<file path="src/rtl/mii_cc_pkg.sv">
package mii_cc_pkg;
    parameter int SYM_W = 3;

    typedef enum logic [SYM_W-1:0] {
        SYM_DATA  = 3'd0,
        SYM_IDLE  = 3'd1,
        SYM_J     = 3'd2,
        SYM_K     = 3'd3,
        SYM_T     = 3'd4,
        SYM_R     = 3'd5,
        SYM_BAD   = 3'd6,
        SYM_SPARE = 3'd7
    } sym_e;

    typedef enum logic [1:0] {
        TRK_HUNT  = 2'd0,
        TRK_ARMED = 2'd1,
        TRK_CARRY = 2'd2,
        TRK_CLOSE = 2'd3
    } trk_e;
endpackage

</file>
<file path="src/rtl/cc_stream_track.sv">
module cc_stream_track
    import mii_cc_pkg::*;
(
    input  logic             clk,
    input  logic             rst,
    input  logic             en,
    input  logic             sym_vld,
    input  logic [SYM_W-1:0] sym_code,
    output logic             carrier
);
    typedef struct packed {
        trk_e st;
    } trk_regs_t;

    trk_regs_t r_d, r_q;
    sym_e      sym;

    always_comb begin
        sym = sym_e'(sym_code);
        r_d = r_q;
        if (!en) begin
            r_d.st = TRK_HUNT;
        end else if (sym_vld) begin
            unique case (r_q.st)
                TRK_HUNT:  r_d.st = (sym == SYM_J) ? TRK_ARMED : TRK_HUNT;
                TRK_ARMED: begin
                    if (sym == SYM_K)      r_d.st = TRK_CARRY;
                    else if (sym == SYM_J) r_d.st = TRK_ARMED;
                    else                   r_d.st = TRK_HUNT;
                end
                TRK_CARRY: begin
                    if (sym == SYM_T)         r_d.st = TRK_CLOSE;
                    else if (sym == SYM_IDLE) r_d.st = TRK_HUNT;
                    else                      r_d.st = TRK_CARRY;
                end
                TRK_CLOSE: begin
                    if (sym == SYM_R || sym == SYM_IDLE) r_d.st = TRK_HUNT;
                    else if (sym == SYM_T)               r_d.st = TRK_CLOSE;
                    else                                 r_d.st = TRK_CARRY;
                end
                default:   r_d.st = TRK_HUNT;
            endcase
        end
    end

    always_ff @(posedge clk) begin
        if (rst) r_q <= '{st: TRK_HUNT};
        else     r_q <= r_d;
    end

    assign carrier = (r_q.st == TRK_CARRY) || (r_q.st == TRK_CLOSE);
endmodule

</file>
<file path="src/rtl/cc_frame_track.sv">
module cc_frame_track (
    input  logic clk,
    input  logic rst,
    input  logic en,
    input  logic pre_ok,
    input  logic eof_stb,
    output logic carrier
);
    typedef struct packed {
        logic on;
    } frm_regs_t;

    frm_regs_t r_d, r_q;

    always_comb begin
        r_d = r_q;
        if (!en || eof_stb) r_d.on = 1'b0;
        else if (pre_ok)    r_d.on = 1'b1;
    end

    always_ff @(posedge clk) begin
        if (rst) r_q <= '{on: 1'b0};
        else     r_q <= r_d;
    end

    assign carrier = r_q.on;
endmodule

</file>
<file path="src/rtl/cc_col_err.sv">
module cc_col_err (
    input  logic clk,
    input  logic rst,
    input  logic full_dup,
    input  logic tx_en,
    input  logic crs,
    input  logic rx_dv,
    input  logic err_raw,
    output logic col,
    output logic rx_er
);
    typedef struct packed {
        logic col;
        logic er;
    } ce_regs_t;

    ce_regs_t r_d, r_q;

    always_comb begin
        r_d     = r_q;
        r_d.col = !full_dup && tx_en && crs;
        r_d.er  = rx_dv && err_raw;
    end

    always_ff @(posedge clk) begin
        if (rst) r_q <= '{col: 1'b0, er: 1'b0};
        else     r_q <= r_d;
    end

    assign col   = r_q.col;
    assign rx_er = r_q.er;
endmodule

</file>
<file path="src/rtl/mii_crs_col.sv">
module mii_crs_col
    import mii_cc_pkg::*;
(
    input  logic             clk,
    input  logic             rst,
    input  logic             speed_100,
    input  logic             full_dup,
    input  logic             sym_vld,
    input  logic [SYM_W-1:0] sym_code,
    input  logic             pre_ok,
    input  logic             eof_stb,
    input  logic             tx_en,
    input  logic             rx_dv,
    input  logic             err_raw,
    output logic             crs,
    output logic             col,
    output logic             rx_er
);
    logic car_fast;
    logic car_slow;

    cc_stream_track u_fast (
        .clk      (clk),
        .rst      (rst),
        .en       (speed_100),
        .sym_vld  (sym_vld),
        .sym_code (sym_code),
        .carrier  (car_fast)
    );

    cc_frame_track u_slow (
        .clk     (clk),
        .rst     (rst),
        .en      (!speed_100),
        .pre_ok  (pre_ok),
        .eof_stb (eof_stb),
        .carrier (car_slow)
    );

    assign crs = car_fast || car_slow;

    cc_col_err u_ce (
        .clk      (clk),
        .rst      (rst),
        .full_dup (full_dup),
        .tx_en    (tx_en),
        .crs      (crs),
        .rx_dv    (rx_dv),
        .err_raw  (err_raw),
        .col      (col),
        .rx_er    (rx_er)
    );
endmodule

</file>
<file path="config.mk">
export PLATFORM = sky130hd
export DESIGN_NAME = mii_crs_col
export DESIGN_NICKNAME = d
export VERILOG_FILES = /design/src/rtl/mii_cc_pkg.sv /design/src/rtl/cc_stream_track.sv /design/src/rtl/cc_frame_track.sv /design/src/rtl/cc_col_err.sv /design/src/rtl/mii_crs_col.sv
export SDC_FILE = /design/constraint.sdc
export NUM_CORES = 1
export LEC_CHECK = 0
export BUFFER_PORTS_ARGS = -buffer_cell sky130_fd_sc_hd__buf_4
export CORE_AREA = 2 2 39 41
export DETAILED_ROUTE_END_ITERATION = 10
export DIE_AREA = 0 0 41 43
export GPL_ROUTABILITY_DRIVEN = 0
export GPL_TIMING_DRIVEN = 0
export PLACE_DENSITY_LB_ADDON = 0.15
export RECOVER_POWER = 100
export SYNTH_ARGS = -nofsm -noshare
export SYNTH_HDL_FRONTEND = slang
export SYNTH_SLANG_ARGS = --single-unit
export TNS_END_PERCENT = 5
</file>
<file path="constraint.sdc">
create_clock -name clk -period 0.8 [get_ports clk]
set_input_delay 0.2 -clock clk [delete_from_list [all_inputs] [get_ports clk]]
set_output_delay 0.2 -clock clk [all_outputs]
set_load 0.01 [all_outputs]
</file>
# After elaboration in Yosys (flattened, before gate mapping)

Cells that the tools add are included.

Flip-flop bits (word level): 5
Output and inout port bits: 3
Logic and storage cells: 31

Equality and inequality tests: 8
Muxes and demuxes: 7
Bitwise gates (word level): 1
Reductions and logical operators: 11

Operators by type and width:

| cell                                                                  | number |
|---|---|
| 2-bit 2-to-1 mux                                                      | 4 |
| 2-bit case mux with 4 select lines                                    | 1 |
| 3-bit by 2-bit equality test with 1-bit output, second input constant | 2 |
| 3-bit equality test, second input constant                            | 2 |
| 2-bit equality test, second input constant                            | 2 |
| 1-bit logical OR                                                      | 4 |
| 2-bit OR reduction                                                    | 2 |
| 3-bit by 1-bit equality test with 1-bit output, second input constant | 1 |
| 1-bit logical AND                                                     | 3 |
| 2-bit by 1-bit equality test with 1-bit output, second input constant | 1 |
| 2-bit zero test                                                       | 1 |
| 1-bit 2-to-1 mux                                                      | 2 |
| 1-bit zero test                                                       | 1 |
| 1-bit NOT                                                             | 1 |

# Longest topological paths before layout

Depth in word-level cells: 4
Gate-level depth with buffers: 3

# By module

Synthesis repeated with hierarchy kept, for this count alone.

Cells, all modules: 25
Area total of the unflattened synthesis: 236.5 µm²

Modules (own cells, without submodules):

| module          | instances | cells each | area each (µm²) | sequential area each (µm²) |
|---|---|---|---|---|
| cc_stream_track | 1         | 16         | 125.1           | 40.0 |
| cc_col_err      | 1         | 4          | 62.6            | 40.0 |
| cc_frame_track  | 1         | 3          | 38.8            | 20.0 |
| mii_crs_col     | 1         | 2          | 10.0            | 0.0 |

# Worst setup path before layout

OpenSTA, ideal clock, no wires.

Path kind: reg-to-reg
Start point: register u_fast.r_q[1] in the netlist's numbering
End point: register u_ce.r_q, in the netlist u_ce.col
Library setup time: 0.116 ns
Arrival time: 0.733 ns
Required time: 0.684 ns
Slack: -0.049 ns
Stages on the path, launching flop included: 3
Path buffers: 0
Period minus slack after synthesis: 0.849 ns
Cells stage by stage: dfxtp_1 > or2_1 > and3_1

Longest elaborated chain between the ends: 4
Elaborated cells between the ends (all ways): 5
Those cells by class: 2 x eq/ne; 3 x reduce/logical

Ends and longest elaborated chain:

| element                | RTL line              | text |
|---|---|---|
| start, declared        | cc_stream_track.sv:15 | `trk_regs_t r_d, r_q;` |
| start signal, assigned | cc_stream_track.sv:47 | `if (rst) r_q <= '{st: TRK_HUNT};` |
| start signal, assigned | cc_stream_track.sv:48 | `else r_q <= r_d;` |
| 2-bit equality test    | cc_stream_track.sv:51 | `assign carrier = (r_q.st == TRK_CARRY) \|\| (r_q.st == TRK_CLOSE);` |
| 1-bit logical OR *     | cc_stream_track.sv:51 |  |
| 1-bit logical OR *     | mii_crs_col.sv:40     | `assign crs = car_fast \|\| car_slow;` |
| net crs                | mii_crs_col.sv:15     | `output logic crs,` |
| 1-bit logical AND *    | cc_col_err.sv:21      | `r_d.col = !full_dup && tx_en && crs;` |
| end signal, assigned   | cc_col_err.sv:26      | `if (rst) r_q <= '{col: 1'b0, er: 1'b0};` |
| end signal, assigned   | cc_col_err.sv:27      | `else r_q <= r_d;` |
| end, declared          | cc_col_err.sv:17      | `ce_regs_t r_d, r_q;` |

Mark *: on every way through the listed nets, which the timed path passes. The rest lies on a longest branch.
A chain may end at the register's enable or synchronous reset.

# Worst setup path after layout

Start point: register u_slow.r_q (netlist: u_slow.carrier)
End point: output port crs

Longest elaborated chain between the ends: 1

Ends and longest elaborated chain:

| element                | RTL line             | text |
|---|---|---|
| start, declared        | cc_frame_track.sv:13 | `frm_regs_t r_d, r_q;` |
| start signal, assigned | cc_frame_track.sv:22 | `if (rst) r_q <= '{on: 1'b0};` |
| start signal, assigned | cc_frame_track.sv:23 | `else r_q <= r_d;` |
| 1-bit logical OR       | mii_crs_col.sv:40    |  |
| end, declared          | mii_crs_col.sv:15    |  |

Every way passes these cells.

==> results.md <==
- The worst pin sits at a relative slew slack of 0.847.
- The number of antenna violations at the first check in global routing is 0.
- The maximum buffer depth of the clock tree is 2.
- The synthesized instance count is 25.
- Counting tap cells, the placed design contains a total of 56 instances.
- The largest fanout on the critical path is 2.
- The ratio of cells with drive above 1 in the final layout is 0.556.
- The checks that failed: setup timing.
- The count of unique library cells instantiated by Yosys is 14.
- For flop-to-flop paths, the worst setup slack is -0.12 ns.
- The buffer type at the clock tree root is clkbuf_4.
- The number of antenna cells inserted is 0.
- The final hold violation count is 0.
- Entering global routing, the biggest net connects 5 pins.
- Across the whole layout, storage elements account for 105 um2.
- The run finished, with violations left.
- At the pin with the least slew margin, the transition time is 0.227 ns.
- The minimum setup slack after placement is -0.117 ns.
- The synthesis-to-finish area growth is 84.6%.
- The portion of the post-synthesis area used by sequential elements is 0.457.
- The initial utilization of the core area, before any placement, comes to 0.158.
- The first-pass iteration count of the detailed router is 1.
- The remaining antenna violation count is 0.
- For the worst setup path, the data required time is 0.60 ns.
- Each instance of the synthesized netlist takes up on average 8.76 um2.
- The count of vias placed by the detailed router is 248.
- The footprint of the multi-input gates is 121 um2.
- The number of endpoints failing setup at the final stage is 6.
- The detailed router finished its first iteration with 0 violations.
- Max-cap violations in this run came to 0.
- Across the routed clock network, the largest skew measured is 0.00335 ns.
- The height of the die is 43 um.
- The total count of max-transition violations in the final report is 0.
- Setup repair after global routing could not meet its margin everywhere.
- The TritonCTS buffer count is 3.
- TritonCTS built the clock tree.
- For this run, the total global-route usage over all layers was measured as 0.0833.
- The count of warnings emitted by yosys is 0.
- Input and output buffers added on the ports amount to 15.
- In this run the core area contains 14 standard-cell rows.
- The hold slack is 0.108 ns.
- The fill cell instance count of the final layout is 150.
- The area of the mapped netlist is 219 um2.
- The width of the chip is 41 um.
- Clock tree synthesis found a total of 5 sinks.
- Clock-pin slew was measured on the worst setup and hold paths at 0.05 ns.
- The number of levels the H-tree was split into is 1.
- The core footprint is 0.00138 mm2.
- For the finished layout, the period the worst path requires is 1.12 ns.
- The first global-routing pass estimated 890 um of wire.
- The worst setup path is launched from a flip-flop.
- The class of the most critical setup path is flip-flop to output port.
- In this run the worst hold path is classified as input port to flip-flop.
- The total leakage power is 0.000190 uW.
- Of the available clock period, the critical path in the final layout requires 1.40.
- Once routing completed, OpenROAD measured the worst setup slack at -0.322 ns.
- For this run, design rule violations remaining after detail routing come to 0.
- The detailed-route wire length per cell is 8.97 um.
- The detail-routed via count per cell is 4.07.
- The total detailed-routing wirelength is 547 um.
- The sum of overflow across all layers after global routing is 0.
- The worst setup path is captured at an output port.
- The critical path arrival is 0.92 ns.
- For this run, the share of the core covered by cells in the final layout is 0.292.
- Pin placement for this block handled 16 I/O pins.
- The via count of the first global-routing pass is 242.
- The net count of the finished layout is 59.
- In this run the power density over the cells is 1580 mW/mm2.
- The net count of the mapped netlist is 38.
- The upper clock frequency limit is 891 MHz.
- After the flow finishes, the layout carries non-filler instances totaling 61.
- The floorplan step defined a die boundary enclosing 0.00176 mm2.
- The insertion delay of the later-clocked pin in the worst-skew pair is 0.24 ns.
- The number of storage elements in the synthesis netlist is 5.
- The worst vdd rail ir drop is 776 uV.
per-layer routing:
layer  routed length (um)  global-route usage  vias to the layer above
met5                    0                   0                        -
met4                   10               0.100                        0
met3                   61              0.0524                        2
met2                  263               0.109                       11
met1                  211              0.0740                      109
li1                     -                   -                      126
cell usage after synthesis (all sizes together):
master	n	area, um2
or2	1	6.26
nor3b	1	12.5
nor4	1	6.26
dfxtp	5	100
a21oi	2	10.0
nor2b	2	12.5
o21ai	3	15.0
nand2b	2	12.5
and4b	1	10.0
nand2	2	7.51
and3b	1	8.76
and3	1	6.26
nor2	3	11.3
power breakdown:
| group | switching [uW] | total, uW | internal [uW] |
|---|---|---|---|
| clock | 108 | 297 | 189 |
| combinational | 27.1 | 84.5 | 57.4 |
| sequential | 1.96 | 257 | 255 |
cell type report:
| type | instances | area share |
|---|---|---|
| Sequential cell | 5 | 0.260 |
| Timing Repair Buffer | 16 | 0.325 |
| Clock buffer | 4 | 0.0650 |
| Tap cell | 16 | 0.0495 |
| Multi-Input combinational cell | 20 | 0.300 |
timing repair:
| item | 4_1_cts | 5_1_grt |
|---|---|---|
| cloned | 0 | 0 |
| hold buffers | 0 | 0 |
| endpoints found under the setup margin | 6 | 6 |
| resized for setup | 3 | 3 |
| buffers inserted | 1 | 0 |
| pin swaps | 1 | 0 |
stage by stage:
step / cell area (um2) / power (uW) / TNS, ns
after floorplan: 223 / 283 / -0.0213
after global placement: 355 / 340 / -0.175
after detailed placement: 355 / 343 / -0.181
after CTS: 400 / 656 / -0.613
after global routing: 404 / 669 / -0.769
final: 404 / 639 / -0.581
placed cells by master (no fill, tap or decap), types with 2 or more instances in the layout:
cell type,netlist,routed
nand2b_1,2,2
nand2_1,2,2
nor2_1,3,3
clkbuf_4,0,4
a21oi_1,2,2
buf_6,0,3
o21ai_1,2,2
dfxtp_2,0,4
nor2b_1,2,2
buf_4,0,12
cell families after synthesis:
| kind of cell | after synthesis | synth area share |
|---|---|---|
| compound gates | 5 | 0.114 |
| flops | 5 | 0.457 |
| simple gates | 15 | 0.429 |
state kept, by name (all words and copies together) (netlist names):
| register | count |
|---|---|
| u_fast.r_q | 2 |
| u_ce.rx_er | 1 |
| u_ce.col | 1 |
| u_slow.carrier | 1 |
worst max-delay path, cell delays in order, from the launching register on:
cell and delay (ns):
dfxtp_2 0.31, or2_4 0.25, buf_6 0.12
final timing paths:
kind | start | endpoint | cells past startpoint
worst max-delay path | u_slow.carrier | crs | 2
worst min-delay path | eof_stb | u_slow.carrier | 2
worst max register to register | u_fast.r_q[1] | u_fast.r_q[0] | 4
worst min register to register | u_fast.r_q[0] | u_fast.r_q[0] | 2
No activity file was read; power rests on OpenSTA's default activity.
